## config.mk

```make
export PLATFORM = sky130hd
export DESIGN_NAME = temp_poll_seq
export DESIGN_NICKNAME = d
export VERILOG_FILES = /design/src/rtl/temp_poll_pkg.sv /design/src/rtl/poll_interval_timer.sv /design/src/rtl/poll_seq_fsm.sv /design/src/rtl/temp_result_fmt.sv /design/src/rtl/temp_poll_seq.sv
export SDC_FILE = /design/constraint.sdc
export NUM_CORES = 1
export LEC_CHECK = 0
export CAP_MARGIN = 20
export CORE_MARGIN = 5
export CORE_UTILIZATION = 44
export CTS_CLUSTER_DIAMETER = 60
export DETAILED_ROUTE_END_ITERATION = 10
export PLACE_DENSITY = 0.76
export SKIP_LAST_GASP = 1
export SYNTH_ARGS = -nofsm -noshare
export SYNTH_HDL_FRONTEND = slang
export SYNTH_HIERARCHICAL = 1
export SYNTH_SLANG_ARGS = --single-unit
```

## constraint.sdc

```tcl
create_clock -name clk -period 2.6 [get_ports clk]
set_clock_uncertainty 0.2 [all_clocks]
set_input_delay 0.39 -clock clk [delete_from_list [all_inputs] [get_ports clk]]
set_output_delay 0.39 -clock clk [all_outputs]
set_load 0.05 [all_outputs]
```

## src/rtl/temp_poll_pkg.sv

```systemverilog
package temp_poll_pkg;

  typedef enum logic [1:0] {
    OP_START = 2'd0,
    OP_WRITE = 2'd1,
    OP_READ  = 2'd2,
    OP_STOP  = 2'd3
  } bus_op_e;

  typedef enum logic [3:0] {
    ST_WAIT   = 4'd0,
    ST_START1 = 4'd1,
    ST_WADDR  = 4'd2,
    ST_WPTR   = 4'd3,
    ST_START2 = 4'd4,
    ST_RADDR  = 4'd5,
    ST_RDHI   = 4'd6,
    ST_RDLO   = 4'd7,
    ST_STOP   = 4'd8
  } seq_state_e;

endpackage

```

## src/rtl/poll_interval_timer.sv

```systemverilog
module poll_interval_timer #(
  parameter int GAP_W = 16
) (
  input  logic             clk,
  input  logic             rst_n,
  input  logic             load,
  input  logic [GAP_W-1:0] gap,
  input  logic             run,
  output logic             expired
);

  logic [GAP_W-1:0] cnt_q, cnt_d;
  logic             cnt_en;

  assign cnt_en  = load | (run & (cnt_q != '0));
  assign expired = (cnt_q == '0);

  always_comb begin
    cnt_d = cnt_q;
    if (load)        cnt_d = gap;
    else if (cnt_en) cnt_d = cnt_q - 1'b1;
  end

  always_ff @(posedge clk or negedge rst_n) begin
    if (!rst_n)      cnt_q <= '0;
    else if (cnt_en) cnt_q <= cnt_d;
  end

endmodule

```

## src/rtl/poll_seq_fsm.sv

```systemverilog
module poll_seq_fsm
  import temp_poll_pkg::*;
#(
  parameter logic [6:0] DEV_ADDR = 7'h48,
  parameter logic [7:0] REG_PTR  = 8'h00
) (
  input  logic       clk,
  input  logic       rst_n,
  input  logic       gap_expired,
  input  logic       rsp_done,
  input  logic       rsp_ack,
  output logic       cmd_valid,
  output logic [1:0] cmd_op,
  output logic [7:0] cmd_wdata,
  output logic       cmd_rd_ack,
  output logic       gap_load,
  output logic       gap_run,
  output logic       cap_hi,
  output logic       publish,
  output logic       bus_err
);

  localparam logic [7:0] ADDR_WR = {DEV_ADDR, 1'b0};
  localparam logic [7:0] ADDR_RD = {DEV_ADDR, 1'b1};

  seq_state_e state_q, state_d;
  logic       err_d, err_q;
  logic       wr_nack;
  bus_op_e    op;

  assign wr_nack = rsp_done & ~rsp_ack &
                   ((state_q == ST_WADDR) | (state_q == ST_WPTR) | (state_q == ST_RADDR));

  always_comb begin
    state_d = state_q;
    err_d   = 1'b0;
    if (wr_nack) begin
      state_d = ST_STOP;
      err_d   = 1'b1;
    end else begin
      unique case (state_q)
        ST_WAIT:   if (gap_expired) state_d = ST_START1;
        ST_START1: if (rsp_done)    state_d = ST_WADDR;
        ST_WADDR:  if (rsp_done)    state_d = ST_WPTR;
        ST_WPTR:   if (rsp_done)    state_d = ST_START2;
        ST_START2: if (rsp_done)    state_d = ST_RADDR;
        ST_RADDR:  if (rsp_done)    state_d = ST_RDHI;
        ST_RDHI:   if (rsp_done)    state_d = ST_RDLO;
        ST_RDLO:   if (rsp_done)    state_d = ST_STOP;
        ST_STOP:   if (rsp_done)    state_d = ST_WAIT;
        default:                    state_d = ST_WAIT;
      endcase
    end
  end

  always_ff @(posedge clk or negedge rst_n) begin
    if (!rst_n) begin
      state_q <= ST_WAIT;
      err_q   <= 1'b0;
    end else begin
      state_q <= state_d;
      err_q   <= err_d;
    end
  end

  always_comb begin
    op         = OP_START;
    cmd_wdata  = 8'h00;
    cmd_rd_ack = 1'b0;
    unique case (state_q)
      ST_WADDR: begin op = OP_WRITE; cmd_wdata = ADDR_WR; end
      ST_WPTR:  begin op = OP_WRITE; cmd_wdata = REG_PTR; end
      ST_RADDR: begin op = OP_WRITE; cmd_wdata = ADDR_RD; end
      ST_RDHI:  begin op = OP_READ;  cmd_rd_ack = 1'b1;   end
      ST_RDLO:  op = OP_READ;
      ST_STOP:  op = OP_STOP;
      default:  op = OP_START;
    endcase
  end

  assign cmd_op    = op;
  assign cmd_valid = (state_q != ST_WAIT);
  assign gap_run   = (state_q == ST_WAIT);
  assign gap_load  = rsp_done & (state_q == ST_STOP);
  assign cap_hi    = rsp_done & (state_q == ST_RDHI);
  assign publish   = rsp_done & (state_q == ST_RDLO);
  assign bus_err   = err_q;

endmodule

```

## src/rtl/temp_result_fmt.sv

```systemverilog
module temp_result_fmt (
  input  logic        clk,
  input  logic        rst_n,
  input  logic        cap_hi,
  input  logic        publish,
  input  logic [7:0]  rdata,
  output logic [15:0] raw_word,
  output logic [7:0]  deg_int,
  output logic        half_deg,
  output logic        res_valid
);

  logic [7:0]  hi_q;
  logic [15:0] raw_q;
  logic [7:0]  deg_q;
  logic        half_q;
  logic        vld_q;

  always_ff @(posedge clk or negedge rst_n) begin
    if (!rst_n)      hi_q <= '0;
    else if (cap_hi) hi_q <= rdata;
  end

  always_ff @(posedge clk or negedge rst_n) begin
    if (!rst_n) begin
      raw_q  <= '0;
      deg_q  <= '0;
      half_q <= 1'b0;
    end else if (publish) begin
      raw_q  <= {hi_q, rdata};
      deg_q  <= hi_q;
      half_q <= rdata[7];
    end
  end

  always_ff @(posedge clk or negedge rst_n) begin
    if (!rst_n) vld_q <= 1'b0;
    else        vld_q <= publish;
  end

  assign raw_word  = raw_q;
  assign deg_int   = deg_q;
  assign half_deg  = half_q;
  assign res_valid = vld_q;

endmodule

```

## src/rtl/temp_poll_seq.sv

```systemverilog
module temp_poll_seq #(
  parameter int         GAP_W    = 16,
  parameter logic [6:0] DEV_ADDR = 7'h48,
  parameter logic [7:0] REG_PTR  = 8'h00
) (
  input  logic             clk,
  input  logic             rst_n,
  input  logic [GAP_W-1:0] poll_gap,
  output logic             cmd_valid,
  output logic [1:0]       cmd_op,
  output logic [7:0]       cmd_wdata,
  output logic             cmd_rd_ack,
  input  logic             rsp_done,
  input  logic             rsp_ack,
  input  logic [7:0]       rsp_rdata,
  output logic [15:0]      raw_word,
  output logic [7:0]       deg_int,
  output logic             half_deg,
  output logic             res_valid,
  output logic             bus_err
);

  logic gap_load, gap_run, gap_expired, cap_hi, publish;

  poll_interval_timer #(.GAP_W(GAP_W)) u_timer (
    .clk     (clk),
    .rst_n   (rst_n),
    .load    (gap_load),
    .gap     (poll_gap),
    .run     (gap_run),
    .expired (gap_expired)
  );

  poll_seq_fsm #(.DEV_ADDR(DEV_ADDR), .REG_PTR(REG_PTR)) u_fsm (
    .clk         (clk),
    .rst_n       (rst_n),
    .gap_expired (gap_expired),
    .rsp_done    (rsp_done),
    .rsp_ack     (rsp_ack),
    .cmd_valid   (cmd_valid),
    .cmd_op      (cmd_op),
    .cmd_wdata   (cmd_wdata),
    .cmd_rd_ack  (cmd_rd_ack),
    .gap_load    (gap_load),
    .gap_run     (gap_run),
    .cap_hi      (cap_hi),
    .publish     (publish),
    .bus_err     (bus_err)
  );

  temp_result_fmt u_fmt (
    .clk       (clk),
    .rst_n     (rst_n),
    .cap_hi    (cap_hi),
    .publish   (publish),
    .rdata     (rsp_rdata),
    .raw_word  (raw_word),
    .deg_int   (deg_int),
    .half_deg  (half_deg),
    .res_valid (res_valid)
  );

endmodule

```

==> run metrics <==
Logic pwr share=58.9%; DP Worst Slack=144 ps; synth top area cells=dfrtp_1 (45%), mux2_4 (6.4%), mux2_2 (6.1%); worst-skew pair later-pin latency=around 300 ps; Tot GR Track Use=16.5%; arrival time worst endpoint=2460 ps; critical path type=flop to flop; area of the multi-input gates=~1200 um^2; cell area power density=about 1300 nW/um^2; share of cells above drive strength 1=22.7%; Layout area overhead=29.1%; Critical Path Source Type=flop; row count=27; CTS Sinks=46; delay of the slowest cell on the worst path=720 ps; die area=roughly 7500 um^2; Async S/R FF share, synth=100%; Final Worst Setup Slack=about 170 ps; Post-synth EDFFs=0; critical path, cell by cell=or4_1 > o41ai_4 > mux2_1 > a21oi_1; Least-Margin Pin Slew=roughly 600 ps; CP required=2630 ps; Critical path buffers and inverters=0; Yosys warning total=6; final setup fails=0; Hold WC Path Type=flop to flop; Leak Pwr=1.37 nW; CP top delay family=simple AND/OR/NAND/NOR gates; first-pass GRT wire length=9.87 mm; First-pass DRT Iterations=4; nets=337; mean number of vias per cell=5.33; Tcrit/Tclk final=93.4%; final wirelength=5.78 mm; post-route ant nets=0; Congestion Overflow GR=0; clock slew seen by the registers of the worst setup and hold paths=90 ps; Initial DRC Count=about 110; mean post-synth cell area=10.4 um^2; design area=3330 um^2; critical-path maximum fanout=8; commonest non-fill, non-tap cell in the layout=clkdlybuf4s50_1; fin crit period=approximately 2400 ps; Die H=86.6 um; Net Sw Frac=47.9%; Wirelength per Cell=15.2 um; Final Slew Violations=0; Clk network pwr share=10.0%; antenna violations before repair=0; FF+latch area=about 1200 um^2; register share of total power=31.1%; IO Count=67; fmax=~0.41 GHz; Sw Pwr=2.12 mW; main flop type after synthesis=dfrtp_1; Initial Util=46.0%; worst-case vdd ir drop=751 uV; most frequent cells in the layout=clkdlybuf4s50_1 (54), dfrtp_1 (46), nand2_1 (21); pin count of the biggest net entering global routing=47; Synth Area in Adders=0.485%; fin util=59.3%; xor and xnor area share after synthesis=0.340%; # DRC=0; status=finished, final reports clean; clk buf depth=2; CTS root buf=clkbuf_8; fill cell count=492; Finished Layout Cells=381; Post-Syn Instances=247; Internal=2.30 mW; setup TNS=0 ps; area post-placement=~3200 um^2; Core Area=5610 um^2; Post-Synth Simple-Gate Area=20.6%; CTS tree=built; GP Congestion=0.925; routed via count=between 2000 and 2500; Yosys reg bits=46; dpl hpwl=4.20 mm; CP endpoint kind=flop; Final Hold Fails=0; Slew HR=60.1%; sequential share of the synthesized area=44.6%; H-tree Lvls=2; Worst path slowest cell=or4_1; synth unique cells=between 50 and 60; Yosys top cell area share=44.6%; total CTS buffers=5; multiplexer share of the synthesized area=14.1%; Compound-Gate Fraction of Synth Area=a little under an eighth; vias in the first global route=~2000; max cap viols=0; cell taking the most area after synthesis=dfrtp_1; dpl cells=371; number of diodes=0; PortBufs=61; Post-Syn Area=2580 um^2; chip width=86.6 um; largest family of logic cells by synthesized area=simple AND/OR/NAND/NOR gates
[sequential cells by signal (all words and copies together), names as in the netlist]
signal and cells:
u_fmt/hi_q 8, u_fsm/state_q 4, u_timer/cnt_q 16, u_fsm/bus_err 1, u_fmt/res_valid 1, u_fmt/raw_word 16
[Yosys cell counts (2+ instances only)]
library cell and instances:
a21oi_1 9, a31oi_1 6, and2_1 3, buf_2 3, buf_4 15, buf_6 2
clkbuf_1 6, dfrtp_1 46, inv_1 6, mux2_2 14, mux2_4 11, mux2i_1 3
nand2_1 21, nand2b_1 7, nand3_1 3, nand4_1 3, nand4b_1 3, nor2_1 20
nor2b_1 5, nor3_1 4, nor3_2 2, nor4_1 3, nor4b_1 2, o21ai_0 5
o21ai_1 7, o31ai_1 2, o41ai_1 2, or2_2 2, or3_1 3, or4_1 5
[path summary, 6_finish.rpt]
check / start / end / slack, ps / depth (start not counted)
hold / removal: u_fmt/hi_q[7] / u_fmt/raw_word[15] / 300 / 1
min in group asynchronous: rst_n / u_fmt/raw_word[4] / 530 / 3
hold reg to reg: u_fmt/hi_q[7] / u_fmt/raw_word[15] / 300 / 1
setup reg to reg: u_timer/cnt_q[7] / u_timer/cnt_q[1] / 170 / 4
max in group asynchronous: rst_n / u_timer/cnt_q[0] / 1270 / 3
setup / recovery: u_timer/cnt_q[7] / u_timer/cnt_q[1] / 170 / 4
[power groups by stage]
stage / clock, mW / sequential (mW) / combinational, mW
2_1_floorplan: 0 / 1.73 / 1.52
3_3_place_gp: 0 / 1.35 / 2.54
3_5_place_dp: 0 / 1.37 / 2.59
4_1_cts: 0.465 / 1.36 / 2.60
5_1_grt: 0.499 / 1.44 / 2.76
6_report: 0.444 / 1.38 / 2.61
[kinds of logic (layout without fill, tap and decap cells)]
kind of cell	Yosys count	count (layout)
other cells	1	5
buf+inv	33	91
compound gates	42	42
flops	46	46
mux	29	29
simple gates	94	94
xor+xnor	1	1
fa+ha+maj	1	1
[per-layer routing]
layer | global-route usage [%] | wire length (um)
met5 | 0 | 0
met4 | 5.10 | 47
met3 | 3.90 | 443
met2 | 26.8 | 2710
met1 | 21.8 | 2570
[layout make-up]
class / instances / area share (%)
clock buffer: 5 / 2.07
clock inverter: 3 / 0.639
inverter: 6 / 0.677
multi-input combinational: 172 / 37.5
sequential: 46 / 34.6
tap: 72 / 2.71
timing repair buffer: 77 / 21.8
[metrics by stage]
| stage | hold slack (ps) | power [mW] |
|---|---|---|
| 2_1_floorplan | -106 | 3.24 |
| 3_3_place_gp | 281 | 3.89 |
| 3_5_place_dp | 287 | 3.97 |
| 4_1_cts | 308 | 4.43 |
| 5_1_grt | 325 | 4.70 |
| 6_report | 304 | 4.42 |
[timing repair]
action | 4_1_cts | 5_1_grt
hold endpoints to repair | 46 | 0
hold buffers | 1 | 0
endpoints found under the setup margin | 0 | 5
resized for setup | 0 | 3
setup buffers | 0 | 1
(Power assumes the default switching activity.)
